===== config.mk =====
export PLATFORM = sky130hd
export DESIGN_NAME = condExecAlu
export DESIGN_NICKNAME = d
export VERILOG_FILES = /design/src/rtl/aluPkg.sv /design/src/rtl/aluControl.sv /design/src/rtl/aluDatapath.sv /design/src/rtl/condExecAlu.sv
export SDC_FILE = /design/constraint.sdc
export NUM_CORES = 1
export LEC_CHECK = 0
export BUFFER_PORTS_ARGS = -buffer_cell sky130_fd_sc_hd__buf_2
export CORE_ASPECT_RATIO = 1.5
export CORE_MARGIN = 8
export CORE_UTILIZATION = 30
export CTS_CLUSTER_SIZE = 14
export DETAILED_ROUTE_END_ITERATION = 7
export PLACE_DENSITY = 0.5
export SKIP_LAST_GASP = 1
export SYNTH_ARGS = -nofsm -noshare
export SYNTH_HDL_FRONTEND = slang
export SYNTH_SLANG_ARGS = --single-unit

===== constraint.sdc =====
create_clock -name clk -period 5.4 [get_ports clk]
set_clock_uncertainty 0.05 [all_clocks]
set_input_delay 0.54 -clock clk [delete_from_list [all_inputs] [get_ports clk]]
set_output_delay 0.54 -clock clk [all_outputs]
set_load 0.01 [all_outputs]

===== src/rtl/aluPkg.sv =====
package aluPkg;
  typedef enum logic [1:0] {OP_MOV = 2'd0, OP_ADD = 2'd1, OP_SUB = 2'd2, OP_CMP = 2'd3} aluOp_e;
  typedef enum logic {SH_LSL = 1'b0, SH_ASR = 1'b1} shiftKind_e;
  typedef enum logic [2:0] {
    CC_ALWAYS = 3'd0, CC_ZSET = 3'd1, CC_ZCLR = 3'd2, CC_ULOW = 3'd3, CC_SLESS = 3'd4
  } cond_e;

  typedef struct packed {
    logic n;
    logic z;
    logic c;
    logic v;
    logic q;
  } aluFlags_t;

  typedef struct packed {
    logic fire;       // an operation was presented
    logic writeRes;   // condition passed and result goes back
    logic updArith;   // N,Z,C,V take new values
    logic updLogic;   // only N,Z take new values
  } aluStrobe_t;
endpackage


===== src/rtl/aluControl.sv =====
module aluControl
  import aluPkg::*;
(
  input  logic      inValid,
  input  aluOp_e    opcode,
  input  logic      setFlags,
  input  logic [2:0] condCode,
  input  aluFlags_t flagsCur,
  output aluStrobe_t strobe
);
  logic condPass;

  always_comb begin
    unique case (condCode)
      CC_ALWAYS: condPass = 1'b1;
      CC_ZSET:   condPass = flagsCur.z;
      CC_ZCLR:   condPass = !flagsCur.z;
      CC_ULOW:   condPass = !flagsCur.c;
      CC_SLESS:  condPass = flagsCur.n ^ flagsCur.v;
      default:   condPass = 1'b0;
    endcase
  end

  logic go;
  assign go = inValid && condPass;

  always_comb begin
    strobe.fire     = inValid;
    strobe.writeRes = go && (opcode != OP_CMP);
    strobe.updArith = go && ((opcode == OP_CMP) ||
                             (setFlags && (opcode == OP_ADD || opcode == OP_SUB)));
    strobe.updLogic = go && setFlags && (opcode == OP_MOV);
  end

  // never-codes cannot produce a write
  always_comb begin
    if (inValid && condCode > 3'd4)
      assert_never_code_R8: assert (!strobe.writeRes && !strobe.updArith && !strobe.updLogic);
  end
endmodule


===== src/rtl/aluDatapath.sv =====
module aluDatapath
  import aluPkg::*;
#(
  parameter int DATA_W = 32,
  localparam int SH_W  = $clog2(DATA_W)
) (
  input  logic              clk,
  input  logic              rstN,
  input  logic [DATA_W-1:0] opA,
  input  logic [DATA_W-1:0] opB,
  input  shiftKind_e        shiftType,
  input  logic [SH_W-1:0]   shiftAmt,
  input  aluOp_e            opcode,
  input  aluStrobe_t        strobe,
  input  logic              statusWrEn,
  input  aluFlags_t         statusWrData,
  output aluFlags_t         flagsQ,
  output logic [DATA_W-1:0] resultQ,
  output logic              wrEnQ,
  output logic              validQ
);
  // Log-stage barrel shifter, one stage per bit of shiftAmt
  logic [SH_W:0][DATA_W-1:0] stage;
  assign stage[0] = opB;

  for (genvar i = 0; i < SH_W; i++) begin : gShift
    localparam int STEP = 1 << i;
    logic [DATA_W-1:0] leftVal, rightVal;
    assign leftVal  = {stage[i][DATA_W-1-STEP:0], {STEP{1'b0}}};
    assign rightVal = {{STEP{stage[i][DATA_W-1]}}, stage[i][DATA_W-1:STEP]};
    assign stage[i+1] = shiftAmt[i] ? ((shiftType == SH_ASR) ? rightVal : leftVal) : stage[i];
  end

  logic [DATA_W-1:0] shB;
  assign shB = stage[SH_W];

  // Shared adder: subtract as A + ~B + 1
  logic              isSub;
  logic [DATA_W-1:0] addB;
  logic [DATA_W:0]   sum;
  assign isSub = (opcode == OP_SUB) || (opcode == OP_CMP);
  assign addB  = isSub ? ~shB : shB;
  assign sum   = {1'b0, opA} + {1'b0, addB} + {{DATA_W{1'b0}}, isSub};

  logic [DATA_W-1:0] aluOut;
  logic              ovf;
  assign aluOut = (opcode == OP_MOV) ? shB : sum[DATA_W-1:0];
  assign ovf    = (opA[DATA_W-1] == addB[DATA_W-1]) && (sum[DATA_W-1] != opA[DATA_W-1]);

  aluFlags_t flagsNext;
  always_comb begin
    flagsNext = flagsQ;
    if (statusWrEn) begin
      flagsNext = statusWrData;
    end else if (strobe.updArith) begin
      flagsNext.n = aluOut[DATA_W-1];
      flagsNext.z = (aluOut == '0);
      flagsNext.c = sum[DATA_W];
      flagsNext.v = ovf;
    end else if (strobe.updLogic) begin
      flagsNext.n = aluOut[DATA_W-1];
      flagsNext.z = (aluOut == '0);
    end
  end

  always_ff @(posedge clk or negedge rstN) begin
    if (!rstN) begin
      flagsQ  <= '0;
      resultQ <= '0;
      wrEnQ   <= 1'b0;
      validQ  <= 1'b0;
    end else begin
      flagsQ <= flagsNext;
      validQ <= strobe.fire;
      wrEnQ  <= strobe.writeRes;
      if (strobe.writeRes) resultQ <= aluOut;
    end
  end

  // saturation bit is sticky without a status write
  assert_q_sticky_R10: assert property (@(posedge clk) disable iff (!rstN)
    (!statusWrEn && flagsQ.q) |=> flagsQ.q);

  // a write strobe only accompanies a completed operation
  assert_wr_needs_valid_R11: assert property (@(posedge clk) disable iff (!rstN)
    wrEnQ |-> validQ);
endmodule


===== src/rtl/condExecAlu.sv =====
module condExecAlu
  import aluPkg::*;
(
  input  logic        clk,
  input  logic        rstN,
  input  logic        inValid,
  input  logic [1:0]  opcode,
  input  logic [31:0] opA,
  input  logic [31:0] opB,
  input  logic        shiftType,
  input  logic [4:0]  shiftAmt,
  input  logic        setFlags,
  input  logic [2:0]  condCode,
  input  logic        statusWrEn,
  input  logic [4:0]  statusWrData,
  output logic        outValid,
  output logic        wrEn,
  output logic [31:0] result,
  output logic [4:0]  flags
);
  aluStrobe_t strobe;
  aluFlags_t  flagsQ;

  aluControl u_control (
    .inValid  (inValid),
    .opcode   (aluOp_e'(opcode)),
    .setFlags (setFlags),
    .condCode (condCode),
    .flagsCur (flagsQ),
    .strobe   (strobe)
  );

  aluDatapath #(.DATA_W(32)) u_datapath (
    .clk          (clk),
    .rstN         (rstN),
    .opA          (opA),
    .opB          (opB),
    .shiftType    (shiftKind_e'(shiftType)),
    .shiftAmt     (shiftAmt),
    .opcode       (aluOp_e'(opcode)),
    .strobe       (strobe),
    .statusWrEn   (statusWrEn),
    .statusWrData (aluFlags_t'(statusWrData)),
    .flagsQ       (flagsQ),
    .resultQ      (result),
    .wrEnQ        (wrEn),
    .validQ       (outValid)
  );

  assign flags = flagsQ;

  // compare never writes back
  assert_cmp_no_write_R7: assert property (@(posedge clk) disable iff (!rstN)
    (inValid && opcode == 2'd3) |=> !wrEn);

  // failing predicate leaves flags alone and writes nothing
  assert_fail_cond_R9: assert property (@(posedge clk) disable iff (!rstN)
    (inValid && condCode > 3'd4 && !statusWrEn) |=> (!wrEn && $stable(flags)));

  // no flag request on non-compare keeps flags
  assert_no_flag_req_R6: assert property (@(posedge clk) disable iff (!rstN)
    (inValid && !setFlags && opcode != 2'd3 && !statusWrEn) |=> $stable(flags));

  // a presented operation completes on the next cycle
  assert_latency_R11: assert property (@(posedge clk) disable iff (!rstN)
    inValid |=> outValid);
endmodule


Word level (Yosys, flattened, before mapping)
Cells that the tools add are included.
W data, S select, Z words.
{"block": "classes", "add_sub_neg": 2, "eq_ne": 10, "muxes": 17, "bitwise_logic": 2, "reduce_logical": 17}
{"cell": "$mux W32", "n": 12}
{"cell": "$add A32 B32 Y33", "n": 1}
{"cell": "$add A33 B1 Y33", "n": 1}
{"cell": "$logic_not A32 Y1", "n": 1}
{"cell": "$not A32 Y32", "n": 1}
{"cell": "$logic_and A1 B1 Y1", "n": 7}
{"cell": "$eq A3 B2 Y1 const B", "n": 2}
{"cell": "$mux W2", "n": 3}
{"cell": "$pmux W1 S5", "n": 1}
{"cell": "$eq A2 B2 Y1 const B", "n": 2}
{"cell": "$mux W4", "n": 1}
{"cell": "$eq A3 B1 Y1 const B", "n": 1}
{"cell": "$eq A3 B3 Y1 const B", "n": 1}
{"cell": "$logic_not A3 Y1", "n": 1}
{"cell": "$logic_or A1 B1 Y1", "n": 3}
{"cell": "$reduce_bool A3 Y1", "n": 1}
{"cell": "$eq A2 B1 Y1 const B", "n": 1}
{"cell": "$logic_not A1 Y1", "n": 2}
{"cell": "$logic_not A2 Y1", "n": 1}
{"cell": "$ne A2 B2 Y1 const B", "n": 1}
{"cell": "$reduce_bool A2 Y1", "n": 1}
{"cell": "$eq A1 B1 Y1", "n": 1}
{"cell": "$ne A1 B1 Y1", "n": 1}
{"cell": "$xor A1 B1 Y1", "n": 1}
{"block": "totals", "reg_bits": 39, "in_bits": 85, "output_inout_bits": 39}

Logic depth before layout (Yosys ltp)
Gate-level depths: netlist (run 1).
{"block": "logic_depth", "depth_word": 19, "ltp_mapped": 27, "ltp_nobuf": 22}

Cells and area by module
From an unflattened synthesis (run 1), not the netlist that was laid out.
{"block": "unflattened", "hier_cells": 1156, "area_unflattened_um2": 8535.7}
{"mod": "aluDatapath", "instances": 1, "cells_each": 1139, "area_per_inst_um2": 8419.3}
{"mod": "aluControl", "instances": 1, "cells_each": 17, "area_per_inst_um2": 116.4}

Worst setup path before layout (run 1)
Ideal clock, no wire load.
{"block": "synth_path", "path_type": "input to register", "start": "in shiftAmt[0]", "end": "reg, netlist name u_datapath.flagsQ[3]", "setup_ps": 92, "t_arrival_ps": 5735, "t_required_ps": 5258, "path_slack_ps": -477, "cell_stages": 25, "cell_sequence": "buf_6 -> buf_6 -> buf_6 -> buf_6 -> buf_6 -> nor2_1 -> a211oi_1 -> or2_2 -> nor2_1 -> o311a_1 -> o32ai_1 -> xnor2_1 -> ha_1 -> a21oi_1 -> o21a_1 -> o31ai_1 -> a211oi_1 -> nor4_1 -> mux2_4 -> o21a_4 -> o2111a_1 -> or3_1 -> a31o_1 -> or4_1 -> o31ai_2"}
{"block": "synth_between", "elab_chain_cells": 18}
{"element": "start, declared", "line_no": "condExecAlu.sv:11", "source": "input logic [4:0] shiftAmt,"}
{"element": "$mux W32 *", "line_no": "aluDatapath.sv:31", "source": "assign stage[i+1] = shiftAmt[i] ? ((shiftType == SH_ASR) ? rightVal : leftVal) : stage[i];"}
{"element": "$mux W32", "line_no": "aluDatapath.sv:31"}
{"element": "$mux W32 *", "line_no": "aluDatapath.sv:31"}
{"element": "$mux W32", "line_no": "aluDatapath.sv:31"}
{"element": "$mux W32 *", "line_no": "aluDatapath.sv:31"}
{"element": "$mux W32", "line_no": "aluDatapath.sv:31"}
{"element": "$mux W32 *", "line_no": "aluDatapath.sv:31"}
{"element": "$mux W32", "line_no": "aluDatapath.sv:31"}
{"element": "[2 not listed]"}
{"element": "$mux W32", "line_no": "aluDatapath.sv:42", "source": "assign addB = isSub ? ~shB : shB;"}
{"element": "$add A32 B32 Y33", "line_no": "aluDatapath.sv:43", "source": "assign sum = {1'b0, opA} + {1'b0, addB} + {{DATA_W{1'b0}}, isSub};"}
{"element": "$add A33 B1 Y33", "line_no": "aluDatapath.sv:43"}
{"element": "$mux W32 *", "line_no": "aluDatapath.sv:47", "source": "assign aluOut = (opcode == OP_MOV) ? shB : sum[DATA_W-1:0];"}
{"element": "$logic_not A32 Y1 *", "line_no": "aluDatapath.sv:57, aluDatapath.sv:62"}
{"element": "$mux W2", "line_no": "aluDatapath.sv:60", "source": "end else if (strobe.updLogic) begin"}
{"element": "$mux W2 *", "line_no": "aluDatapath.sv:55", "source": "end else if (strobe.updArith) begin"}
{"element": "$mux W4 *", "line_no": "aluDatapath.sv:53", "source": "if (statusWrEn) begin"}
Mark *: on every way between the ends. The rest lies on a longest branch, timed or not. The select of a mux whose other input is x is not followed.
A chain may end at the register's enable or synchronous reset.

Worst setup path after layout (run 1)
{"block": "layout_path", "start": "in shiftAmt[0]", "end": "reg, netlist name u_datapath.flagsQ[3]"}
{"block": "layout_between", "elab_chain_cells": 18}
{"element": "$mux W32 *", "line_no": "aluDatapath.sv:31"}
{"element": "$mux W32", "line_no": "aluDatapath.sv:31"}
{"element": "$mux W32 *", "line_no": "aluDatapath.sv:31"}
{"element": "$mux W32", "line_no": "aluDatapath.sv:31"}
{"element": "$mux W32 *", "line_no": "aluDatapath.sv:31"}
{"element": "$mux W32", "line_no": "aluDatapath.sv:31"}
{"element": "$mux W32 *", "line_no": "aluDatapath.sv:31"}
{"element": "$mux W32", "line_no": "aluDatapath.sv:31"}
{"element": "[2 not listed]"}
{"element": "$mux W32", "line_no": "aluDatapath.sv:42"}
{"element": "$add A32 B32 Y33", "line_no": "aluDatapath.sv:43"}
{"element": "$add A33 B1 Y33", "line_no": "aluDatapath.sv:43"}
{"element": "$mux W32 *", "line_no": "aluDatapath.sv:47"}
{"element": "$logic_not A32 Y1 *", "line_no": "aluDatapath.sv:57, aluDatapath.sv:62"}
{"element": "$mux W2", "line_no": "aluDatapath.sv:60"}
{"element": "$mux W2 *", "line_no": "aluDatapath.sv:55"}
{"element": "$mux W4 *", "line_no": "aluDatapath.sv:53"}
Marks and branches as above.

==> results of run 1 <==
==> registers in the layout, summed over array words and instances (netlist names) <==
| name | count |
|---|---|
| u_datapath.resultQ | 32 |
| u_datapath.validQ | 1 |
| u_datapath.flagsQ | 5 |
| u_datapath.wrEnQ | 1 |
==> logic make-up after synthesis <==
| group | after synthesis | synth area share [%] |
|---|---|---|
| adders and majority gates | 35 | 5.21 |
| and+or+nand+nor | 407 | 22.7 |
| muxes | 125 | 16.6 |
| AOI/OAI and AO/OA | 407 | 32.7 |
| xor gates and xnor gates | 47 | 4.82 |
| buffers and inverters | 113 | 6.53 |
| DFF | 39 | 11.4 |
==> per-layer routing <==
| layer | track usage [%] | share of wire [%] | up-vias |
|---|---|---|---|
| li1 | - | - | 5536 |
| met1 | 25.2 | 35 | 5436 |
| met2 | 46.5 | 51 | 449 |
| met3 | 4.62 | 5.4 | 181 |
| met4 | 21.7 | 9.2 | 0 |
| met5 | 0 | 0 | - |
==> per-stage QoR <==
step                      power, uW  setup TNS [ps]  utilization, %
after floorplan                1620            -169               -
after global placement         2730           -8160            45.2
after detailed placement       2750           -8360            45.2
after CTS                      3120            -182            47.3
after global routing           3500            -865            50.3
final                          3260            -221            50.3
==> area by class of cell <==
| cell class | instances | area (sq um) | area share (%) |
|---|---|---|---|
| well taps | 346 | 433 | 3.08 |
| inverters | 27 | 103 | 0.730 |
| repair buffers | 617 | 4660 | 33.1 |
| multi-input cells | 1021 | 7750 | 55.1 |
| clock buffers | 7 | 133 | 0.943 |
| clock inverters | 1 | 5.00 | 0.0356 |
| flip-flops and latches | 39 | 976 | 6.94 |
==> what timing repair did <==
item | CTS | global route
endpoints found under the setup margin | 10 | 8
resized for setup | 66 | 114
cloned | 1 | 5
pin swaps | 16 | 44
setup buffers | 15 | 30
==> power breakdown <==
part | internal, uW | total (uW) | switching (uW)
Clock | 170 | 281 | 111
Combinational | 1240 | 2520 | 1280
Sequential | 406 | 458 | 52.8
==> cell usage in the layout, fill, tap and decap left out, drive strengths merged, types with 17 or more instances in the layout <==
cell type,n
nand3,27
nor3,48
xnor2,42
o22ai,31
dfrtp,39
mux2,29
mux2i,86
a211oi,47
ha,34
nor2,127
a21oi,70
nand2,105
o21ai,85
o21a,17
buf,612
or2,17
inv,23
==> path summary, 6_finish.rpt <==
check | end | cells past startpoint | slack, ps | startpoint
worst max-delay path | u_datapath.flagsQ[3] | 26 | -200 | shiftAmt[0]
worst min-delay path | u_datapath.resultQ[27] | 1 | 310 | rstN
worst max register to register | u_datapath.flagsQ[3] | 9 | 2330 | u_datapath.flagsQ[1]
worst min register to register | u_datapath.resultQ[9] | 2 | 420 | u_datapath.resultQ[9]
max in group asynchronous | u_datapath.resultQ[4] | 1 | 4440 | rstN
min in group clk | u_datapath.validQ | 1 | 330 | inValid
==> worst max-delay path, delay by kind of cell <==
kind                     cells  cell delay, ps
AND/OR/NAND/NOR              6            1230
AO/OA/AOI/OAI               10            2320
multiplexers                 2             400
adder cells (fa/ha/maj)      1             270
buffers and inverters        6             840
XOR/XNOR                     1             120
==> results.json, run 1 <==
{
  "cts_made_buffers": 5,
  "synth.most_common_cell": "nor2_1",
  "wl_per_cell_um": 22.4,
  "arrival_ps": 5760,
  "n_antenna_cell": 0,
  "syn-mean-instance-area_sq_um": 7.29,
  "netlist_instances": 1173,
  "ys.flop_type": "dfrtp_1",
  "dpl_worst_slack_ps": -1240,
  "timing.final.max_slew_violations": 0,
  "htree_levels": 2,
  "routed-via-count": 11600,
  "stdcell_area_sq_um": 14100,
  "ant_nets": 0,
  "area_delta_synth_final_pct": 64.5,
  "coreArea_sq_um": 28000,
  "netlist_area_sq_um": 8550,
  "root_buffer": "clkbuf_16",
  "peakVddDrop_uv": 120,
  "fin_crit_sh_pct": 104,
  "layout-drive-gt1-share_pct": 47.1,
  "powerDensity_nw_per_um2": 232,
  "clk_pin_slew_worst_paths_ps": 50,
  "critPathKind": "in -> reg",
  "synth_seq_cells": 39,
  "start_kind": "primary input",
  "hpwl_um": 38000,
  "yosysSeqAreaShare_pct": 11.4,
  "synth_warnings": 0,
  "grt_antenna_before_repair": 0,
  "grt_usage_pct": 25.8,
  "synth_top_area_share_pct": 11.4,
  "ctsHoldBuffers": 0,
  "chipHeight_um": 223,
  "overflow": 0,
  "p_leak_uw": 0.00652,
  "cpMaxStageDelayCell": "or4_4",
  "synth_cell_types": 89,
  "yosysTopAreaCell": "dfrtp_1",
  "max-cap-violations": 0,
  "nFillCells": 2824,
  "die_area_sq_um": 34300,
  "routed_via_density": 5.64,
  "io_pins": 124,
  "violations": "setup timing",
  "synth_edf_count": 0,
  "wl_um": 46200,
  "tritoncts": "built",
  "drt_iter0_markers": 622,
  "worst_pin_slew_ps": 1080,
  "rsz0062_at_grt": "yes",
  "cts_sinks": 39,
  "min_period_ps": 5600,
  "std_cell_rows": 75,
  "drc_errors": 0,
  "cts_buffer_depth": 2,
  "ys_top_cells_by_area": "dfrtp_1 (11%), mux2i_1 (10%), nor2_1 (5.5%)",
  "dr.pass1.iters": 5,
  "start_util_pct": 30.6,
  "required_ps": 5550,
  "final_cells": 2058,
  "setup_viol": 2,
  "end_kind": "register",
  "placedCellCount": 2000,
  "die_w_um": 154,
  "syn-num-nets": 1293,
  "place.port_buffers": 123,
  "gp_congestion": 1.06,
  "async_flop_share_pct": 100,
  "max_freq_mhz": 178,
  "fin_ws_ps": -203,
  "grt_max_degree": 43,
  "cp_max_fo": 9,
  "grt_pass1_wl_um": 69000,
  "slew_headroom_pct": 27.3,
  "status": "finished with violations",
  "critPathMaxStageDelay_ps": 540,
  "fin_hold_ws_ps": 307,
  "hold_violations": 0,
  "crit_top_cell": "buf_4",
  "final_nets": 1831,
  "synth_common_cells": "nor2_1 (125), nand2_1 (104), mux2i_1 (86)",
  "min_path_type": "in -> async",
  "grt_pass1_vias": 11900,
  "placed_cell_area_sq_um": 12600,
  "insertion_delay_ps": 290
}
Note: power is estimated with default switching activity, not from simulation.
==> run 2, diff against run 1 <==
==> constraint.sdc (replaced) <==
create_clock -name clk -period 5.4 [get_ports clk]
set_clock_uncertainty 0.05 [all_clocks]
set_input_delay 0 -clock clk [delete_from_list [all_inputs] [get_ports clk]]
set_output_delay 0 -clock clk [all_outputs]
set_load 0.01 [all_outputs]
==> run 2 against run 1 <==
  * The run now ends clean
  * Register-to-register slack improved by 210 ps
  * Largest power group unchanged
  * Non-clock buffer count fell by 133
  * Die area did not move
  * Combinational power fell by 12%
  * Critical path depth fell by 2
  * Sequential share of layout area rose by 0.92 points
  * Power fell by 6.9%
  * Worst hold slack got worse by 210 ps
  * Critical path type unchanged
  * Via count fell by 5.1%
  * Final area fell by 12%
  * Flip-flop and latch count did not move
==> results.json, run 2 (same netlist as run 1, synthesis figures left out) <==
{
  "status": "complete, no violations",
  "htree_levels": 2,
  "root_buffer": "clkbuf_16",
  "place.port_buffers": 123,
  "largest_register": "u_datapath.resultQ",
  "routed_via_density": 5.72,
  "dr.pass1.iters": 5,
  "largest_reg_flops": 32,
  "busiest_layer": "met2",
  "area_delta_synth_final_pct": 45.2,
  "grt_antenna_before_repair": 1,
  "overflow": 0,
  "chipHeight_um": 223,
  "slew_headroom_pct": 41.8,
  "arrival_ps": 5310,
  "mostFrequentLayoutCells": "buf_4 (341), nor2_1 (121), buf_2 (121)",
  "cp_max_fo": 14,
  "ant_nets": 0,
  "start_kind": "primary input",
  "largestRegisters": "u_datapath.resultQ (32), u_datapath.flagsQ (5)",
  "gp_congestion": 1.01,
  "min_period_ps": 5160,
  "stdcell_area_sq_um": 12400,
  "final_common_cell": "buf_4",
  "peakVddDrop_uv": 128,
  "cts_buffer_depth": 2,
  "setup_viol": 0,
  "fin_crit_sh_pct": 95.6,
  "grt_usage_pct": 24.7,
  "cts_made_buffers": 5,
  "max_freq_mhz": 194,
  "power.total_uw": 3040,
  "cts_sinks": 39,
  "max-cap-violations": 0,
  "placedCellCount": 1905,
  "hpwl_um": 36900,
  "grtUsageMet1_pct": 25.2,
  "p_leak_uw": 0.00571,
  "worst_pin_slew_ps": 873,
  "routed-via-count": 11000,
  "dpl_worst_slack_ps": -722,
  "layout-drive-gt1-share_pct": 37.8,
  "coreArea_sq_um": 28000,
  "fin_ws_ps": 238,
  "wl_um": 43500,
  "powerDensity_nw_per_um2": 245,
  "hold_depth": 4,
  "io_pins": 124,
  "die_w_um": 154,
  "drt_iter0_markers": 546,
  "placed_cell_area_sq_um": 11800,
  "use_met2_pct": 46.4,
  "grt_max_degree": 44,
  "fin_hold_ws_ps": 100,
  "required_ps": 5540,
  "grt_pass1_vias": 11200,
  "hold_violations": 0,
  "std_cell_rows": 75,
  "final_nets": 1698,
  "critPathKind": "in -> reg",
  "clk_pin_slew_worst_paths_ps": 60,
  "insertion_delay_ps": 280,
  "timing.final.max_slew_violations": 0,
  "drc_errors": 0,
  "rrSetupSlack_ps": 2540,
  "start_util_pct": 30.6,
  "end_kind": "register",
  "tritoncts": "built",
  "rr_worst_depth": 7,
  "min_path_type": "in -> reg",
  "grt_pass1_wl_um": 66200,
  "use_met3_pct": 2.49,
  "wl_per_cell_um": 22.6,
  "final_cells": 1926,
  "die_area_sq_um": 34300
}
-- run 2: final cells by class --
cell class,count,area (sq um)
multi-input cells,1021,7240
diodes,1,2.50
well taps,346,433
flip-flops and latches,39,976
fillers,2968,15600
repair buffers,484,3490
clock buffers,6,139
inverters,27,101
clock inverters,2,35.0
-- run 2: final timing paths --
kind / start / endpoint
setup reg to reg: u_datapath.flagsQ[3] / u_datapath.resultQ[18]
hold / removal: opA[31] / u_datapath.flagsQ[1]
min in group asynchronous: rstN / u_datapath.resultQ[31]
max in group asynchronous: rstN / u_datapath.resultQ[6]
setup / recovery: shiftType / u_datapath.flagsQ[3]
hold reg to reg: u_datapath.resultQ[21] / u_datapath.resultQ[21]
-- run 2: worst max-delay path, stage by stage --
cell and delay (ps):
buf_8 140, buf_6 180, buf_4 200, mux2i_1 240, a211oi_2 110, nor3_1 230
o21ai_0 140, buf_4 170, a32oi_1 130, or3b_4 420, xnor2_1 140, ha_1 370
a21oi_2 160, o21a_1 200, o31ai_4 90, a211oi_2 250, nor4_2 90, mux2_4 310
o21a_4 230, o2111a_1 230, or3_1 310, a31o_1 240, or4_1 530, o31ai_2 180
-- run 2: repair_timing --
action,in CTS,in global routing
resized for setup,15,48
pin swaps,0,8
hold endpoints to repair,45,0
gates cloned,0,1
hold buffers,8,0
setup endpoints to repair,6,7
setup buffers,0,3
-- run 2: metal layers --
| metal | share of wire (%) | vias up |
|---|---|---|
| met3 | 3.8 | 151 |
| met1 | 37 | 5202 |
| met5 | 0 | - |
| li1 | - | 5277 |
| met2 | 52 | 383 |
| met4 | 7.8 | 0 |
-- run 2: power breakdown --
group	switching (uW)	internal [uW]	leakage, uW
Clock	115	230	0.0000869
Sequential	57.6	406	0.000477
Combinational	1180	1050	0.00515
-- run 2: stage by stage --
step	setup TNS, ps	util, %
floorplan	0	-
finish	0	44.4
global route	-38.9	44.4
detailed placement	-3260	42.3
global placement	-1990	42.3
CTS	0	43.4
